[src/rtl/ntc_pkg.sv]
package ntc_pkg;
  localparam int WORD_W     = 32;
  localparam int CNT_W      = 2 * WORD_W;
  localparam int ADDR_W     = 3;
  localparam int DEF_INC_W  = 4;
  localparam int COMP_INC_W = 12;
  localparam int BURST_W    = 24;
  localparam int SLOW_W     = WORD_W;

  localparam int CFG_EN_BIT   = 0;
  localparam int CFG_DEF_LSB  = 4;
  localparam int CFG_COMP_LSB = CFG_DEF_LSB + DEF_INC_W;

  localparam logic [ADDR_W-1:0] A_CFG    = 3'd0;
  localparam logic [ADDR_W-1:0] A_STATUS = 3'd1;
  localparam logic [ADDR_W-1:0] A_BURST  = 3'd2;
  localparam logic [ADDR_W-1:0] A_SLOW   = 3'd3;
  localparam logic [ADDR_W-1:0] A_LO     = 3'd4;
  localparam logic [ADDR_W-1:0] A_HI     = 3'd5;

  typedef struct packed {
    logic                  tick;
    logic [COMP_INC_W-1:0] incVal;
    logic                  loadZero;
    logic                  wrLo;
    logic                  wrHi;
    logic [WORD_W-1:0]     wrData;
    logic                  latchHi;
  } cmdT;
endpackage

[src/rtl/ntc_ctrl.sv]
module ntc_ctrl
  import ntc_pkg::*;
(
  input  logic              clk,
  input  logic              rstN,
  input  logic              busWrEn,
  input  logic              busRdEn,
  input  logic [ADDR_W-1:0] busAddr,
  input  logic [WORD_W-1:0] busWrData,
  input  logic              cntZeroReq,
  input  logic              carryOut,
  input  logic [CNT_W-1:0]  cntNow,
  input  logic [WORD_W-1:0] hiLatched,
  output cmdT               cmd,
  output logic [WORD_W-1:0] busRdData,
  output logic              ovfFlag
);
  localparam int CFG_USED = CFG_COMP_LSB + COMP_INC_W;

  logic                  cntEn;
  logic [DEF_INC_W-1:0]  defInc;
  logic [COMP_INC_W-1:0] compInc;
  logic [BURST_W-1:0]    burstLeft;
  logic [SLOW_W-1:0]     slowReload;
  logic [SLOW_W-1:0]     slowLeft;
  logic                  ovfSticky;

  logic wrCfg, wrStatus, wrBurst, wrSlow;
  logic burstActive, slowExpire, useComp;

  assign wrCfg    = busWrEn && (busAddr == A_CFG);
  assign wrStatus = busWrEn && (busAddr == A_STATUS);
  assign wrBurst  = busWrEn && (busAddr == A_BURST);
  assign wrSlow   = busWrEn && (busAddr == A_SLOW);

  assign burstActive = (burstLeft != '0);
  assign slowExpire  = (slowReload != '0) && (slowLeft <= SLOW_W'(1));
  assign useComp     = burstActive || slowExpire;

  always_comb begin
    cmd.tick     = cntEn;
    cmd.incVal   = useComp ? compInc : COMP_INC_W'(defInc);
    cmd.loadZero = cntZeroReq;
    cmd.wrLo     = busWrEn && (busAddr == A_LO);
    cmd.wrHi     = busWrEn && (busAddr == A_HI);
    cmd.wrData   = busWrData;
    cmd.latchHi  = busRdEn && (busAddr == A_LO);
  end

  always_ff @(posedge clk) begin
    if (!rstN) begin
      cntEn      <= 1'b0;
      defInc     <= '0;
      compInc    <= '0;
      burstLeft  <= '0;
      slowReload <= '0;
      slowLeft   <= '0;
      ovfSticky  <= 1'b0;
    end else begin
      if (wrCfg) begin
        cntEn   <= busWrData[CFG_EN_BIT];
        defInc  <= busWrData[CFG_DEF_LSB +: DEF_INC_W];
        compInc <= busWrData[CFG_COMP_LSB +: COMP_INC_W];
      end
      if (wrBurst)
        burstLeft <= busWrData[BURST_W-1:0];
      else if (cntEn && burstActive)
        burstLeft <= burstLeft - BURST_W'(1);
      if (wrSlow) begin
        slowReload <= busWrData[SLOW_W-1:0];
        slowLeft   <= busWrData[SLOW_W-1:0];
      end else if (cntEn && (slowReload != '0)) begin
        slowLeft <= slowExpire ? slowReload : slowLeft - SLOW_W'(1);
      end
      if (carryOut)
        ovfSticky <= 1'b1;
      else if (wrStatus && busWrData[0])
        ovfSticky <= 1'b0;
    end
  end

  assign ovfFlag = ovfSticky;

  always_comb begin
    unique case (busAddr)
      A_CFG:    busRdData = {(WORD_W-CFG_USED)'(0), compInc, defInc,
                             (CFG_DEF_LSB-1)'(0), cntEn};
      A_STATUS: busRdData = {(WORD_W-1)'(0), ovfSticky};
      A_BURST:  busRdData = {(WORD_W-BURST_W)'(0), burstLeft};
      A_SLOW:   busRdData = slowReload;
      A_LO:     busRdData = cntNow[WORD_W-1:0];
      A_HI:     busRdData = hiLatched;
      default:  busRdData = '0;
    endcase
  end
endmodule

[src/rtl/ntc_datapath.sv]
module ntc_datapath
  import ntc_pkg::*;
(
  input  logic              clk,
  input  logic              rstN,
  input  cmdT               cmd,
  output logic [CNT_W-1:0]  cntNow,
  output logic [WORD_W-1:0] hiLatched,
  output logic              carryOut
);
  logic [CNT_W:0]   sum;
  logic [CNT_W-1:0] cnt;
  logic [WORD_W-1:0] hiCap;

  assign sum = {1'b0, cnt} + (CNT_W+1)'(cmd.incVal);

  always_ff @(posedge clk) begin
    if (!rstN) begin
      cnt   <= '0;
      hiCap <= '0;
    end else begin
      if (cmd.wrLo)
        cnt[WORD_W-1:0] <= cmd.wrData;
      else if (cmd.wrHi)
        cnt[CNT_W-1:WORD_W] <= cmd.wrData;
      else if (cmd.loadZero)
        cnt <= '0;
      else if (cmd.tick)
        cnt <= sum[CNT_W-1:0];
      if (cmd.latchHi)
        hiCap <= cnt[CNT_W-1:WORD_W];
    end
  end

  assign carryOut  = cmd.tick && !cmd.wrLo && !cmd.wrHi && !cmd.loadZero && sum[CNT_W];
  assign cntNow    = cnt;
  assign hiLatched = hiCap;
endmodule

[src/rtl/ns_time_counter.sv]
module ns_time_counter
  import ntc_pkg::*;
(
  input  logic              clk,
  input  logic              rstN,
  input  logic              busWrEn,
  input  logic              busRdEn,
  input  logic [ADDR_W-1:0] busAddr,
  input  logic [WORD_W-1:0] busWrData,
  output logic [WORD_W-1:0] busRdData,
  input  logic              cntZeroReq,
  output logic [CNT_W-1:0]  timeNow,
  output logic              ovfFlag
);
  cmdT               cmd;
  logic              carryOut;
  logic [WORD_W-1:0] hiLatched;

  ntc_ctrl ctrl_i (
    .clk(clk), .rstN(rstN), .busWrEn(busWrEn), .busRdEn(busRdEn),
    .busAddr(busAddr), .busWrData(busWrData), .cntZeroReq(cntZeroReq),
    .carryOut(carryOut), .cntNow(timeNow), .hiLatched(hiLatched),
    .cmd(cmd), .busRdData(busRdData), .ovfFlag(ovfFlag)
  );

  ntc_datapath dp_i (
    .clk(clk), .rstN(rstN), .cmd(cmd), .cntNow(timeNow),
    .hiLatched(hiLatched), .carryOut(carryOut)
  );
endmodule

[config.mk]
export PLATFORM = sky130hd
export DESIGN_NAME = ns_time_counter
export DESIGN_NICKNAME = d
export VERILOG_FILES = /design/src/rtl/ntc_pkg.sv /design/src/rtl/ntc_ctrl.sv /design/src/rtl/ntc_datapath.sv /design/src/rtl/ns_time_counter.sv
export SDC_FILE = /design/constraint.sdc
export NUM_CORES = 1
export LEC_CHECK = 0
export BUFFER_PORTS_ARGS = -buffer_cell sky130_fd_sc_hd__buf_2
export CORE_ASPECT_RATIO = 1.2
export CORE_MARGIN = 1
export CORE_UTILIZATION = 36
export DETAILED_ROUTE_END_ITERATION = 7
export PLACE_DENSITY = 0.58
export SYNTH_ARGS = -nofsm -noshare
export SYNTH_HDL_FRONTEND = slang
export SYNTH_SLANG_ARGS = --single-unit
[constraint.sdc]
create_clock -name clk -period 9.92 [get_ports clk]
set_input_delay 0.992 -clock clk [delete_from_list [all_inputs] [get_ports clk]]
set_output_delay 0.992 -clock clk [all_outputs]
set_load 0.05 [all_outputs]
==> reports/results.txt <==
Status = finished, final reports clean
Hold Crit Class = register to register
Post-DP Area = 12,700 µm²
Max-cap violations = 0
Synthesized cell area = 11,700 µm²
Final antenna-violating net count = 0
Num ports = 137
CTS Hold Bufs = 0
Hold slack = 0.455 ns
DRT met1 WL = 20,000 µm
Worst EP required = 10.39 ns
Count of buffer and inverter cells on the critical path = 0
Most frequent cells in the layout = nand2_1 (299), dfxtp_1 (202), a21oi_1 (188)
Vias in the first global route = 11,608
Die Ht = 200 µm
Fill cells = 3,332
Startpoint types = register
Post-synth top area cell = dfxtp_1
Root Buffer = clkbuf_16
Total Routing Usage GR = 28.5%
Total length of routed wires = 48,600 µm
#FFs+latches synth = 202
Commonest non-fill, non-tap cell in the layout = nand2_1
PwrDens = 158 nW/µm²
Hpwl dp = 34,700 µm
Setup ws final = 4.40 ns
CTS tree = done
Post-Syn Nets = 1,626
Final net count = 1,702
Critical Path, Cell by Cell = or4_1 -> nor4_4 -> nand2_1 -> nor3_2 -> or2_1 -> mux2_2 -> ha_1 -> a21oi_1 -> nand4b_1 -> a21oi_1 -> o21a_1 -> nand2_1 -> o41ai_1 -> a22o_1
Starting density of the core = 36.5%
Predominant post-synthesis flop cell = dfxtp_1
GPL Wtd Cong = 0.925
H-Tree Depth = 1
Worst setup path class = register to register
Post-CTS resize count = 0
Port bufs = 136
CP endpoint kind = register
Clock Sinks = 202
Worst vdd ir = 0.000115 V
Worst-Margin Slew = 1.30 ns
Multi-input logic area = 7220 µm²
# setup viols final = 0
Synth unique cells = 80
Clock group share of total power = 40.7%
Overflow after GRT = 0
Initial detailed-routing violation count = 1,139
Cell Int Power = 1.45 mW
Die W = 167 µm
Crit share post-route = 55.6%
Sequential fraction of the synthesis area = 34.5%
Post-synthesis async set-or-reset flop share = 0%
Setup Skew = 0.0115 ns
Clock latency on the worst-skew pair = 0.53 ns
WL per Instance = 23.5 µm
Number of cell rows = 72
Final hold viol count = 0
CP arrival = 5.99 ns
Synth top area share = 34.5%
Achievable frequency = 181 MHz
Tmin final = 5.52 ns
Crit path max fanout = 14
Initial antenna violation count = 1
Global-route wire length before repair = 72,900 µm
Register share of total power = 41.0%
Mapped Cells = 1,568
Area of the die = 33,300 µm²
Worst slew margin = 12.9%
# Post-CTS Setup Buffers = 0
DR top layer = met5
Routed vias = 12,777
Metal2 WL = 23,500 µm
Avg Inst Size Synth = 7.48 µm²
Top cells by area, synth = dfxtp_1 (34%), nand2_1 (9.6%), a21oi_1 (8.0%)
Slew Limit Fails = 0
Synth warn = 0
Number of synthesized flops with an enable pin = 0
Power after layout = 2.13 mW
Clock Pin Slew Worst Setup and Hold Paths = 0.06 ns
P_leak = 5.07 nW
Largest net degree at the start of global routing = 56
FF/Latch Area = 4040 µm²
Detailed Routing Iterations Pass 1 = 5
Share of layout cells above drive strength 1 = 13.7%
Area growth from synthesis to layout = 14.6%
Sw Ratio = 31.7%
Routed wl met3 = 3600 µm
Top Family by Delay on Critical Path = simple AND/OR/NAND/NOR gates
Clock Path Buffers = 3
Antenna fix cells = 0
Sw Pwr = 0.675 mW
DRC errors left = 0
Detail-routed via count per cell = 6.18
Post-Layout Inst Area = 13,400 µm²
Unrepaired setup endpoints after global routing = false
Core ar. = 32,200 µm²
TritonCTS Buffers = 24
Post-place setup slack = 4.53 ns
Slowest cell on the critical path = or4_1
Combinational power share = 18.3%
Setup TNS = 0 ns
CP max stage delay = 0.69 ns
-- routing by layer --
| layer | vias to the layer above | GRT usage (%) |
|---|---|---|
| met5 | - | 0 |
| met4 | 2 | 8.92 |
| met3 | 107 | 3.98 |
| met2 | 588 | 49.6 |
| met1 | 6126 | 36.3 |
| li1 | 5954 | - |
-- layout make-up --
| cell class | count | share of cell area (%) |
|---|---|---|
| multi-input cells | 1243 | 53.7 |
| flip-flops and latches | 202 | 30.1 |
| repair buffers | 157 | 6.24 |
| clock buffers | 36 | 5.33 |
| well taps | 407 | 3.79 |
| inverters | 16 | 0.465 |
| clock inverters | 8 | 0.382 |
-- cell usage after synthesis, drive strengths merged (4+ instances only) --
| library cell | number |
|---|---|
| or2 | 7 |
| a41oi | 5 |
| o221ai | 7 |
| nand2b | 5 |
| nor2b | 6 |
| nor3 | 56 |
| o21ai | 112 |
| xnor2 | 24 |
| and3 | 18 |
| a22o | 7 |
| dfxtp | 202 |
| o41ai | 8 |
| o21a | 12 |
| nand3 | 44 |
| or3 | 18 |
| mux2i | 48 |
| a211oi | 10 |
| a221o | 17 |
| a22oi | 16 |
| nand2 | 299 |
| a31oi | 35 |
| buf | 21 |
| or4 | 16 |
| ha | 17 |
| o22ai | 18 |
| nand4 | 19 |
| inv | 15 |
| mux2 | 4 |
| o31a | 4 |
| a21oi | 189 |
| o31ai | 6 |
| o2111ai | 4 |
| o311ai | 14 |
| and2 | 19 |
| o211ai | 10 |
| xor2 | 6 |
| nor4 | 32 |
| a21o | 10 |
| nor2 | 82 |
| clkbuf | 86 |
| a221oi | 5 |
-- registers in the layout (all words and copies together) (netlist names) --
| signal | cells |
|---|---|
| ctrl_i.burstLeft | 24 |
| ctrl_i.slowReload | 32 |
| ctrl_i.defInc | 4 |
| ctrl_i.compInc | 12 |
| dp_i.cntNow | 64 |
| ctrl_i.cntEn | 1 |
| ctrl_i.slowLeft | 32 |
| ctrl_i.ovfFlag | 1 |
| dp_i.hiLatched | 32 |
-- kinds of logic after synthesis --
group | synth area share [%]
simple gates | 26.0
mux | 4.48
xor+xnor | 2.24
flops | 34.5
compound gates | 26.7
fa+ha+maj | 1.98
buf+inv | 4.19
-- tightest hold or removal path, delay by kind of cell (launching register included) --
family | cells | cell delay (ns)
flip-flops | 1 | 0.30
AND/OR/NAND/NOR | 1 | 0.05
AO/OA/AOI/OAI | 1 | 0.05
-- metrics by stage --
stage | util [%] | instances
after detailed placement | 39.4 | 2025
after floorplan | - | 1568
after global routing | 41.8 | 2069
after global placement | 39.4 | 2025
after CTS | 41.8 | 2069
final | 41.8 | 2069
-- worst paths after layout --
check,start,end,slack (ns),cells after the start
worst min-delay path,dp_i.hiLatched[21],dp_i.hiLatched[21],0.45,2
worst max-delay path,ctrl_i.slowLeft[19],dp_i.cntNow[63],4.40,14
worst max register to register,ctrl_i.slowLeft[19],dp_i.cntNow[63],4.40,14
worst min register to register,dp_i.hiLatched[21],dp_i.hiLatched[21],0.45,2
-- power groups by stage --
stage	combinational, mW	clock (mW)	sequential (mW)
finish	0.389	0.866	0.872
global route	0.416	0.915	0.875
CTS	0.383	0.873	0.871
detailed placement	0.381	0	0.889
global placement	0.380	0	0.888
floorplan	0.240	0	0.903
Note: power is estimated with default switching activity, not from simulation.
